<file path="src/rtl/lumen_pwm_pkg.sv">
package lumen_pwm_pkg;

  // On-width of the expansion curve: linear part plus a quadratic term
  // scaled so the top code fills the whole period.
  function automatic int unsigned nl_width(int unsigned code,
                                           int unsigned code_max,
                                           int unsigned period);
    return 1 + code + ((period - 1 - code_max) * code * code) / (code_max * code_max);
  endfunction

  function automatic int unsigned lin_width(int unsigned code, int unsigned step);
    return (code + 1) * step;
  endfunction

endpackage

</file>
<file path="src/rtl/lumen_rst_sync.sv">
module lumen_rst_sync (
  input  logic clk,
  input  logic arst_n,
  output logic srst_n
);

  logic [1:0] sync_q;

  always_ff @(posedge clk or negedge arst_n) begin
    if (!arst_n) begin
      sync_q <= 2'b00;
    end else begin
      sync_q <= {sync_q[0], 1'b1};
    end
  end

  assign srst_n = sync_q[1];

endmodule

</file>
<file path="src/rtl/lumen_pwm_timebase.sv">
module lumen_pwm_timebase #(
  parameter int unsigned CNT_W = 8
) (
  input  logic             clk,
  input  logic             rst_n,
  input  logic             tick_i,
  output logic [CNT_W-1:0] cnt_o,
  output logic             wrap_o
);

  logic [CNT_W-1:0] cnt_q;
  logic [CNT_W-1:0] cnt_d;

  always_comb begin
    cnt_d = cnt_q;
    if (tick_i) begin
      cnt_d = cnt_q + 1'b1;
    end
  end

  always_ff @(posedge clk or negedge rst_n) begin
    if (!rst_n) begin
      cnt_q <= '0;
    end else begin
      cnt_q <= cnt_d;
    end
  end

  assign cnt_o  = cnt_q;
  assign wrap_o = tick_i && (cnt_q == {CNT_W{1'b1}});

endmodule

</file>
<file path="src/rtl/lumen_pwm_map.sv">
module lumen_pwm_map
  import lumen_pwm_pkg::*;
#(
  parameter int unsigned CODE_W   = 5,
  parameter int unsigned CNT_W    = 8,
  parameter int unsigned LIN_STEP = 4
) (
  input  logic [CODE_W-1:0] code_i,
  input  logic              lin_i,
  output logic [CNT_W:0]    width_o
);

  localparam int unsigned NCODE    = 2 ** CODE_W;
  localparam int unsigned CODE_MAX = NCODE - 1;
  localparam int unsigned PERIOD   = 2 ** CNT_W;
  localparam int unsigned WID_W    = CNT_W + 1;

  logic [WID_W-1:0] nl_tbl  [NCODE];
  logic [WID_W-1:0] lin_tbl [NCODE];

  for (genvar g = 0; g < NCODE; g++) begin : g_tbl
    localparam int unsigned NL_W  = nl_width(g, CODE_MAX, PERIOD);
    localparam int unsigned LIN_W = lin_width(g, LIN_STEP);
    assign nl_tbl[g]  = WID_W'(NL_W);
    assign lin_tbl[g] = WID_W'(LIN_W);
  end

  assign width_o = lin_i ? lin_tbl[code_i] : nl_tbl[code_i];

endmodule

</file>
<file path="src/rtl/lumen_pwm_lane.sv">
module lumen_pwm_lane #(
  parameter int unsigned CODE_W   = 5,
  parameter int unsigned CNT_W    = 8,
  parameter int unsigned LIN_STEP = 4
) (
  input  logic              clk,
  input  logic              rst_n,
  input  logic              load_i,
  input  logic [CODE_W-1:0] code_i,
  input  logic              wrap_i,
  input  logic              lin_i,
  input  logic [CNT_W-1:0]  cnt_i,
  output logic [CODE_W-1:0] act_code_o,
  output logic              pwm_o
);

  logic [CODE_W-1:0] shadow_q, shadow_d;
  logic [CODE_W-1:0] act_q, act_d;
  logic [CNT_W:0]    width;

  always_comb begin
    shadow_d = shadow_q;
    act_d    = act_q;
    if (load_i) begin
      shadow_d = code_i;
    end
    if (wrap_i) begin
      act_d = shadow_q;
    end
  end

  always_ff @(posedge clk or negedge rst_n) begin
    if (!rst_n) begin
      shadow_q <= '0;
      act_q    <= '0;
    end else begin
      shadow_q <= shadow_d;
      act_q    <= act_d;
    end
  end

  lumen_pwm_map #(
    .CODE_W  (CODE_W),
    .CNT_W   (CNT_W),
    .LIN_STEP(LIN_STEP)
  ) u_map (
    .code_i (act_q),
    .lin_i  (lin_i),
    .width_o(width)
  );

  assign pwm_o      = ({1'b0, cnt_i} < width);
  assign act_code_o = act_q;

endmodule

</file>
<file path="src/rtl/lumen_pwm.sv">
module lumen_pwm #(
  parameter int unsigned LANES    = 3,
  parameter int unsigned CODE_W   = 5,
  parameter int unsigned CNT_W    = 8,
  parameter int unsigned LIN_STEP = 4
) (
  input  logic                     clk,
  input  logic                     rst_n,
  input  logic                     gclk_en,
  input  logic                     mode_lin,
  input  logic                     load,
  input  logic [LANES*CODE_W-1:0]  level_in,
  output logic [LANES-1:0]         pwm_out
);

  localparam int unsigned CODES_W = LANES * CODE_W;

  logic               srst_n;
  logic [CNT_W-1:0]   tick_cnt;
  logic               wrap;
  logic               mode_act_q, mode_act_d;
  logic [CODES_W-1:0] act_codes;

  lumen_rst_sync u_rst (
    .clk   (clk),
    .arst_n(rst_n),
    .srst_n(srst_n)
  );

  lumen_pwm_timebase #(.CNT_W(CNT_W)) u_tb (
    .clk   (clk),
    .rst_n (srst_n),
    .tick_i(gclk_en),
    .cnt_o (tick_cnt),
    .wrap_o(wrap)
  );

  always_comb begin
    mode_act_d = mode_act_q;
    if (wrap) begin
      mode_act_d = mode_lin;
    end
  end

  always_ff @(posedge clk or negedge srst_n) begin
    if (!srst_n) begin
      mode_act_q <= 1'b0;
    end else begin
      mode_act_q <= mode_act_d;
    end
  end

  for (genvar i = 0; i < LANES; i++) begin : g_lane
    lumen_pwm_lane #(
      .CODE_W  (CODE_W),
      .CNT_W   (CNT_W),
      .LIN_STEP(LIN_STEP)
    ) u_lane (
      .clk       (clk),
      .rst_n     (srst_n),
      .load_i    (load),
      .code_i    (level_in[i*CODE_W +: CODE_W]),
      .wrap_i    (wrap),
      .lin_i     (mode_act_q),
      .cnt_i     (tick_cnt),
      .act_code_o(act_codes[i*CODE_W +: CODE_W]),
      .pwm_o     (pwm_out[i])
    );
  end

endmodule

</file>
<file path="config.mk">
export PLATFORM = sky130hd
export DESIGN_NAME = lumen_pwm
export DESIGN_NICKNAME = d
export VERILOG_FILES = /design/src/rtl/lumen_pwm_pkg.sv /design/src/rtl/lumen_rst_sync.sv /design/src/rtl/lumen_pwm_timebase.sv /design/src/rtl/lumen_pwm_map.sv /design/src/rtl/lumen_pwm_lane.sv /design/src/rtl/lumen_pwm.sv
export SDC_FILE = /design/constraint.sdc
export NUM_CORES = 1
export LEC_CHECK = 0
export ABC_AREA = 1
export BUFFER_PORTS_ARGS = -buffer_cell sky130_fd_sc_hd__buf_4
export CAP_MARGIN = 10
export CORE_ASPECT_RATIO = 1.75
export CORE_UTILIZATION = 45
export DETAILED_ROUTE_END_ITERATION = 10
export SYNTH_ARGS = -nofsm -noshare
export SYNTH_HDL_FRONTEND = slang
export SYNTH_SLANG_ARGS = --single-unit
</file>
<file path="constraint.sdc">
create_clock -name clk -period 2.7 [get_ports clk]
set_input_delay 0 -clock clk [delete_from_list [all_inputs] [get_ports clk]]
set_output_delay 0 -clock clk [all_outputs]
set_load 0.01 [all_outputs]
</file>
==> results.json, run 1 <==
{
  "status": "finished clean",
  "yosys-top-cells-area": "dfrtp_1 28%, nand2_1 14%, ha_1 14%, o21ai_0 7.1%, nand3_1 5.8%",
  "synthArstFlopShare_pct": 100,
  "p_leak_nw": 2.06,
  "worst_path_largest_cell_delay_ps": 420,
  "clock_sinks": 41,
  "dp_slack_ps": 172,
  "worst_pin_slew_ps": 865,
  "critPathSlowestCell": "dfrtp_2",
  "routed_wl_um": 9230,
  "core_area_um2": 7910,
  "netlist_area_um2": 3690,
  "synth_edf_count": 0,
  "final_common_cell": "nand2_1",
  "wl_per_cell_um": 14.0,
  "clk_latency_ps": 290,
  "grt_overflow": 0,
  "place_hpwl_um": 6930,
  "initial_core_util_pct": 46.7,
  "avgSynthCellArea_um2": 6.88,
  "cts_buffer_depth": 2,
  "cts_made_buffers": 5,
  "rows": 43,
  "min_period_over_period_pct": 95.2,
  "grt_pass1_vias": 3324,
  "fin_nets": 631,
  "r2r_slack_ps": 850,
  "cp_common_cell": "nand2_1",
  "relSlewSlack_pct": 42.3,
  "grt_max_degree": 33,
  "netlist.area_leader.share_pct": 27.8,
  "setup_viol_count_final": 0,
  "synth_seq_cells": 41,
  "drv_slew": 0,
  "num_io_pins": 23,
  "drt-initial-drc-count": 170,
  "drcViolationCount": 0,
  "finalSetupTns_ps": 0,
  "hold_ws_ps": 37.4,
  "drive_above_1_share_pct": 16.8,
  "gp_congestion": 0.922,
  "synth_nets": 597,
  "synth_cell_types": 39,
  "drtPass1Iterations": 5,
  "rsz0062_at_grt": "true",
  "vias_per_cell": 5.38,
  "design.die.area_um2": 8580,
  "cts_tree": "yes",
  "most-common-layout-cells": "138 x nand2_1, 48 x inv_1, 48 x o21ai_0",
  "ys.flop_type": "dfrtp_1",
  "yosys_warnings": 0,
  "h-tree-depth": 2,
  "max_freq_mhz": 389,
  "clkTransAtPathRegs_ps": 60,
  "drtAntennaViolNets": 0,
  "syn_inst": 536,
  "maxCapViolations": 0,
  "port_buffers": 22,
  "cp-start-kind": "flop",
  "worstPathArrival_ps": 2570,
  "path_max_fanout": 5,
  "power_density_nw_per_um2": 485,
  "seq_area_frac_synth_pct": 27.8,
  "synth_top_area_cell": "dfrtp_1",
  "die_h_um": 122,
  "fin_worst_skew_ps": 4.17,
  "num_antenna_cells": 0,
  "fp.dieW_um": 70.5,
  "antenna_found_initial": 0,
  "hold_path_class": "in -> async",
  "via_count": 3558,
  "areaGrowthSynthToFinish_pct": 19.0,
  "finalHoldViolations": 0,
  "setup_ws_ps": 130,
  "grt_usage_pct": 22.3,
  "cp.required_ps": 2700,
  "crit_path_end_kind": "output pin",
  "clock-root-buffer": "clkbuf_16",
  "cp_cell_sequence": "buf_4, ha_1, or2_4, o21ai_0, nand2_1, nand2_1, nand2_1, o22ai_1, ha_1, nand2_1, nand2_1, nand2_1, nand2_1, nand4_1, nand2_1, a21oi_1, buf_4",
  "ir_drop_mv": 0.363,
  "worst-setup-path-type": "reg -> out",
  "fin_crit_ps": 2570,
  "grt_pass1_wl_um": 15100
}
## flip-flops by register name, summed over array words and instances, names as in the netlist
signal,count
g_lane.u_lane.act_code_o,15
g_lane.u_lane.shadow_q,15
mode_act_q,1
u_rst.sync_q,2
u_tb.cnt_o,8
## layout make-up
| cell class | count | area, um^2 |
|---|---|---|
| Sequential cell | 41 | 1030 |
| Inverter | 56 | 220 |
| Tap cell | 90 | 113 |
| Clock inverter | 2 | 15.0 |
| Clock buffer | 6 | 129 |
| Timing Repair Buffer | 57 | 485 |
| Multi-Input combinational cell | 409 | 2390 |
| Fill cell | 786 | 3520 |
## report_power, final
group	switching, mW	internal (mW)	total (mW)
Sequential	0.129	0.685	0.814
Clock	0.245	0.343	0.588
Combinational	0.365	0.364	0.729
## logic make-up after synthesis
kind of cell	share of synthesized area (%)
other	0.102
flip-flops	27.8
AO/OA/AOI/OAI	18.3
multiplexers	0.305
buffers and inverters	10.4
AND/OR/NAND/NOR	27.5
adder cells (fa/ha/maj)	13.9
XOR/XNOR	1.66
## final timing paths
kind | start | end | cells past startpoint
max | g_lane[1].u_lane.act_code_o[0]$_DFFE_PN0P_ | pwm_out[1] | 17
min | rst_n | u_rst.sync_q[0]$_DFF_PN0_ | 2
max reg2reg | u_tb.cnt_o[1]$_DFFE_PN0P_ | mode_act_q$_DFFE_PN0P_ | 6
min reg2reg | u_rst.sync_q[1]$_DFF_PN0_ | g_lane[0].u_lane.act_code_o[2]$_DFFE_PN0P_ | 0
max in group asynchronous | u_rst.sync_q[1]$_DFF_PN0_ | g_lane[1].u_lane.act_code_o[0]$_DFFE_PN0P_ | 1
min in group clk | load | g_lane[2].u_lane.shadow_q[1]$_DFFE_PN0P_ | 3
## worst max-delay path: cells and delay by family, from the launching register on
family                   cells  cell delay, ps
AO/OA/AOI/OAI                3             320
adder cells (fa/ha/maj)      2             480
AND/OR/NAND/NOR             10             760
flip-flops                   1             420
buffers and inverters        2             300
## synthesized netlist by cell type, types with 2 or more instances
library cell	instances
nand2_1	141
inv_1	54
o21ai_0	52
nand3_1	43
dfrtp_1	41
ha_1	41
a21oi_1	37
nor2_1	36
buf_2	15
o21ai_2	10
o21ai_1	6
a31oi_1	5
buf_4	5
clkbuf_1	5
xor2_1	5
nand4_1	4
nor3_1	4
buf_6	3
nor4_1	3
o22ai_1	3
a21boi_0	2
a21o_1	2
clkbuf_2	2
xnor2_1	2
## routing by layer
layer	part of all wire, %	track usage, %	up-vias
met5	0	0	-
met4	2.9	10.4	0
met3	2.7	2.81	14
met2	53	41.1	73
met1	41	24.9	1636
li1	-	-	1835
## per-stage QoR
step | cell area, um^2 | instances | util [%] | total power, mW
2_1_floorplan | 3690 | 536 | - | 1.33
3_3_place_gp | 3870 | 628 | 48.9 | 1.48
3_5_place_dp | 3870 | 628 | 48.9 | 1.51
4_1_cts | 4210 | 656 | 53.3 | 2.12
5_1_grt | 4390 | 661 | 55.5 | 2.31
6_report | 4390 | 661 | 55.5 | 2.13
## what timing repair did
item	in CTS	in global routing
gates resized for setup	5	40
buffers inserted	2	5
gates cloned	0	0
endpoints found under the hold margin	19	0
pin swaps	0	5
hold buffers	18	0
endpoints found under the setup margin	2	3
Note: power is estimated with default switching activity, not from simulation.
==> run 2, diff against run 1 <==
Settings changed: CORE_MARGIN set to 5, REMOVE_ABC_BUFFERS set to 1.
==> results.json, run 2 (synthesized netlist as in run 1, its figures left out) <==
{
  "place_area_um2": 3870,
  "path_max_fanout": 7,
  "hold_path_class": "in -> async",
  "worstPathArrival_ps": 2540,
  "clk_latency_ps": 280,
  "setup_viol_count_final": 0,
  "grt_max_degree": 33,
  "place_hpwl_um": 7190,
  "cp.required_ps": 2700,
  "p_leak_nw": 2.10,
  "setup_ws_ps": 161,
  "gp_congestion": 0.830,
  "dp_slack_ps": 222,
  "cts_buffer_depth": 2,
  "antenna_found_initial": 0,
  "fp.dieW_um": 78.5,
  "hold_ws_ps": 35.4,
  "maxCapViolations": 0,
  "rsz0062_at_grt": "true",
  "fin_crit_ps": 2540,
  "drt-initial-drc-count": 215,
  "worst-setup-path-type": "reg -> out",
  "fin_nets": 637,
  "num_io_pins": 23,
  "initial_core_util_pct": 46.3,
  "max_freq_mhz": 394,
  "fin_worst_skew_ps": 2.31,
  "cts_made_buffers": 5,
  "rows": 43,
  "h-tree-depth": 2,
  "drtAntennaViolNets": 0,
  "areaGrowthSynthToFinish_pct": 22.4,
  "final_common_cell": "nand2_1",
  "grt_pass1_vias": 3603,
  "most-common-layout-cells": "136 x nand2_1, 46 x inv_1, 44 x buf_4",
  "clock-root-buffer": "clkbuf_16",
  "grt_overflow": 0,
  "port_buffers": 22,
  "drtPass1Iterations": 4,
  "finalHoldViolations": 0,
  "ir_drop_mv": 0.629,
  "status": "finished clean",
  "clkTransAtPathRegs_ps": 60,
  "grt_pass1_wl_um": 16000,
  "vias_per_cell": 5.45,
  "finalPower_mw": 2.30,
  "final_core_util_pct": 56.7,
  "layout.cells.non_filler": 667,
  "design.die.area_um2": 10200,
  "core_area_um2": 7960,
  "wl_per_cell_um": 14.6,
  "die_h_um": 130,
  "routed_wl_um": 9740,
  "drcViolationCount": 0,
  "drv_slew": 0,
  "finalSetupTns_ps": 0,
  "final_cell_area_um2": 4520,
  "drive_above_1_share_pct": 20.5,
  "via_count": 3637,
  "min_period_over_period_pct": 94.0,
  "num_antenna_cells": 0,
  "grt_usage_pct": 19.6,
  "crit_path_end_kind": "output pin",
  "cts_tree": "yes",
  "dp.cells": 629,
  "clock_sinks": 41,
  "power_density_nw_per_um2": 510,
  "cp-start-kind": "flop"
}
run 2: cell count changes in the layout (fill, tap and decap cells not counted), sizes merged:
cell    before  now
buf         39   45
bufinv       0    1
clkbuf       6    5
run 2: area by class of cell:
type / count / area (um^2)
fill: 753 / 3450
inverter: 56 / 230
tap: 90 / 113
multi-input combinational: 409 / 2440
sequential: 41 / 1030
timing repair buffer: 63 / 522
clock buffer: 5 / 125
clock inverter: 3 / 46.3
run 2: final timing paths:
kind / startpoint / end / slack [ps] / cells after the start
worst max-delay path: g_lane[2].u_lane.act_code_o[0]$_DFFE_PN0P_ / pwm_out[2] / 160 / 16
worst min-delay path: rst_n / u_rst.sync_q[0]$_DFF_PN0_ / 40 / 2
worst max register to register: u_tb.cnt_o[1]$_DFFE_PN0P_ / mode_act_q$_DFFE_PN0P_ / 730 / 6
worst min register to register: u_rst.sync_q[1]$_DFF_PN0_ / g_lane[0].u_lane.act_code_o[3]$_DFFE_PN0P_ / 180 / 0
max in group asynchronous: u_rst.sync_q[1]$_DFF_PN0_ / g_lane[1].u_lane.act_code_o[0]$_DFFE_PN0P_ / 1770 / 1
min in group clk: load / g_lane[2].u_lane.shadow_q[1]$_DFFE_PN0P_ / 100 / 3
run 2: what timing repair did:
action,4_1_cts,5_1_grt
gates resized for setup,4,67
hold buffers,18,0
cloned,0,0
hold endpoints to repair,19,0
pin swaps,0,18
setup endpoints to repair,2,3
buffers inserted,0,12
run 2: critical path, stage by stage (launching register included):
cell	delay (ps)
dfrtp_2	480
inv_4	80
ha_4	290
a21oi_1	60
o21ai_1	80
nand4_1	140
nand3_1	130
nand2_2	90
ha_4	280
nand2_2	60
nor2_4	110
nand3_2	70
nand2_1	60
nor2_1	40
nor2_1	90
a21oi_1	40
buf_4	140
run 2: power breakdown:
group          switching, mW  internal, mW  total [mW]
registers              0.139         0.685       0.824
clock network          0.245         0.437       0.682
logic                  0.405         0.392       0.797
run 2: layer usage:
layer / vias up / part of all wire (%) / track usage [%]
met3: 25 / 2.5 / 2.07
met2: 78 / 55 / 39.7
li1: 1845 / - / -
met4: 0 / 3.0 / 6.90
met5: - / 0 / 0
met1: 1689 / 39 / 20.3
==> run 3, diff against run 2 <==
Settings changed: CORE_UTILIZATION 45 to 60, PLACE_DENSITY set to 0.79, RECOVER_POWER set to 50, SKIP_CTS_REPAIR_TIMING set to 1.
==> results.json, run 3 (synthesized netlist as in run 1, its figures left out) <==
{
  "die_h_um": 114,
  "port_buffers": 22,
  "r2r-start": "u_tb.cnt_o[1]$_DFFE_PN0P_",
  "fp.dieW_um": 69.3,
  "fin_worst_skew_ps": 6.97,
  "grt_usage_pct": 23.5,
  "status": "finished clean",
  "rows": 37,
  "power_density_nw_per_um2": 476,
  "cp_cell_sequence": "clkinvlp_4, ha_2, o21ai_0, nand2_1, nand2_1, nand2_1, o22ai_1, ha_1, nand2_1, nand2_1, nand2_1, nand2_1, nand4_1, nand2_1, a21oi_2, buf_4",
  "num_io_pins": 23,
  "relSlewSlack_pct": 28.3,
  "p_leak_nw": 2.05,
  "regToRegEndpoint": "mode_act_q$_DFFE_PN0P_",
  "vias_per_cell": 5.73,
  "wl_per_cell_um": 14.2,
  "cts_made_buffers": 5,
  "drcViolationCount": 0,
  "layout.cells.non_filler": 652,
  "num_antenna_cells": 0,
  "gp_congestion": 0.925,
  "cts_tree": "yes",
  "worst_pin_slew_ps": 1080,
  "ir_drop_mv": 0.395,
  "drv_slew": 0,
  "worst_path_largest_cell_delay_ps": 480,
  "critPathSlowestCell": "dfrtp_2",
  "worst-setup-path-type": "reg -> out",
  "path_max_fanout": 8,
  "cts_buffer_depth": 2,
  "fin_nets": 634,
  "worstPathArrival_ps": 2600,
  "dp.cells": 615,
  "initial_core_util_pct": 62.3,
  "areaGrowthSynthToFinish_pct": 17.8,
  "clkTransAtPathRegs_ps": 80,
  "antenna_found_initial": 0,
  "fin_crit_ps": 2600,
  "drtPass1Iterations": 5,
  "finalSetupTns_ps": 0,
  "drt-initial-drc-count": 231,
  "setup_viol_count_final": 0,
  "place_hpwl_um": 6510,
  "most-common-layout-cells": "141 x nand2_1, 46 x inv_1, 46 x o21ai_0",
  "h-tree-depth": 2,
  "cp-start-kind": "flop",
  "max_freq_mhz": 384,
  "grt_max_degree": 33,
  "rsz0062_at_grt": "true",
  "crit_path_end_kind": "output pin",
  "rr_worst_depth": 6,
  "r2r_slack_ps": 870,
  "finalHoldViolations": 0,
  "via_count": 3736,
  "grt_pass1_wl_um": 15400,
  "cp.required_ps": 2700,
  "multi_input_area_um2": 2380,
  "clk_latency_ps": 300,
  "design.die.area_um2": 7880,
  "maxCapViolations": 0,
  "drive_above_1_share_pct": 17.1,
  "min_period_over_period_pct": 96.5,
  "hold_path_class": "in -> async",
  "drtAntennaViolNets": 0,
  "grt_overflow": 0,
  "cp_common_cell": "nand2_1",
  "routed_wl_um": 9250,
  "clock-root-buffer": "clkbuf_8",
  "register_area_um2": 1040,
  "grt_pass1_vias": 3558,
  "clock_sinks": 41,
  "nFillCells": 498,
  "final_common_cell": "nand2_1",
  "core_area_um2": 5930
}
## run 3: changes by cell type in the layout (fill, tap and decap cells not counted), sizes merged
cell	before	now
buf	45	40
clkbuf	5	9
clkinvlp	3	2
inv	54	53
## run 3: final cells by class
| cell class | instances | area share [%] |
|---|---|---|
| timing repair buffer | 60 | 11.2 |
| clock buffer | 7 | 1.99 |
| sequential | 41 | 23.8 |
| clock inverter | 1 | 0.691 |
| multi-input combinational | 409 | 54.8 |
| tap | 78 | 2.25 |
| inverter | 56 | 5.18 |
## run 3: power by group
group	leakage (nW)	internal [mW]	switching, mW
Combinational	1.48	0.363	0.379
Clock	0.0585	0.301	0.210
Sequential	0.511	0.684	0.129
Total	2.05	1.35	0.719
## run 3: critical path, delay by kind of cell (launching register included)
kind | cells | cell delay, ps
adders and majority gates | 2 | 530
and+or+nand+nor | 9 | 520
DFF | 1 | 480
AOI/OAI and AO/OA | 3 | 450
buffers and inverters | 2 | 330
## run 3: metrics by stage
step	total power [mW]	hold WS, ps	util, %	setup WS [ps]	area, um^2
finish	2.07	9.71	73.4	95.3	4350
global route	2.26	10.7	73.4	-99.8	4350
CTS	2.03	-543	67.1	-130	3970
detailed placement	1.51	-217	65.1	238	3860
global placement	1.47	-217	65.1	251	3860
floorplan	1.26	-296	-	443	3510
## run 3: layer usage
layer  vias up  GRT usage (%)  share of wire [%]
met4         0           14.6                5.9
li1       1837              -                  -
met3        46           4.50                5.5
met5         -              0                  0
met2       145           42.0                 51
met1      1708           25.1                 38
## run 3: worst max-delay path by stage
stage                     cells past startpoint                                        from         end
after floorplan                              10                      mode_act_q$_DFFE_PN0P_  pwm_out[1]
after global placement                       16  g_lane[2].u_lane.act_code_o[0]$_DFFE_PN0P_  pwm_out[2]
after detailed placement                     15  g_lane[1].u_lane.act_code_o[0]$_DFFE_PN0P_  pwm_out[1]
after CTS                                    16  g_lane[2].u_lane.act_code_o[0]$_DFFE_PN0P_  pwm_out[2]
after global routing                         18  g_lane[2].u_lane.act_code_o[0]$_DFFE_PN0P_  pwm_out[2]
final                                        16  g_lane[1].u_lane.act_code_o[0]$_DFFE_PN0P_  pwm_out[1]
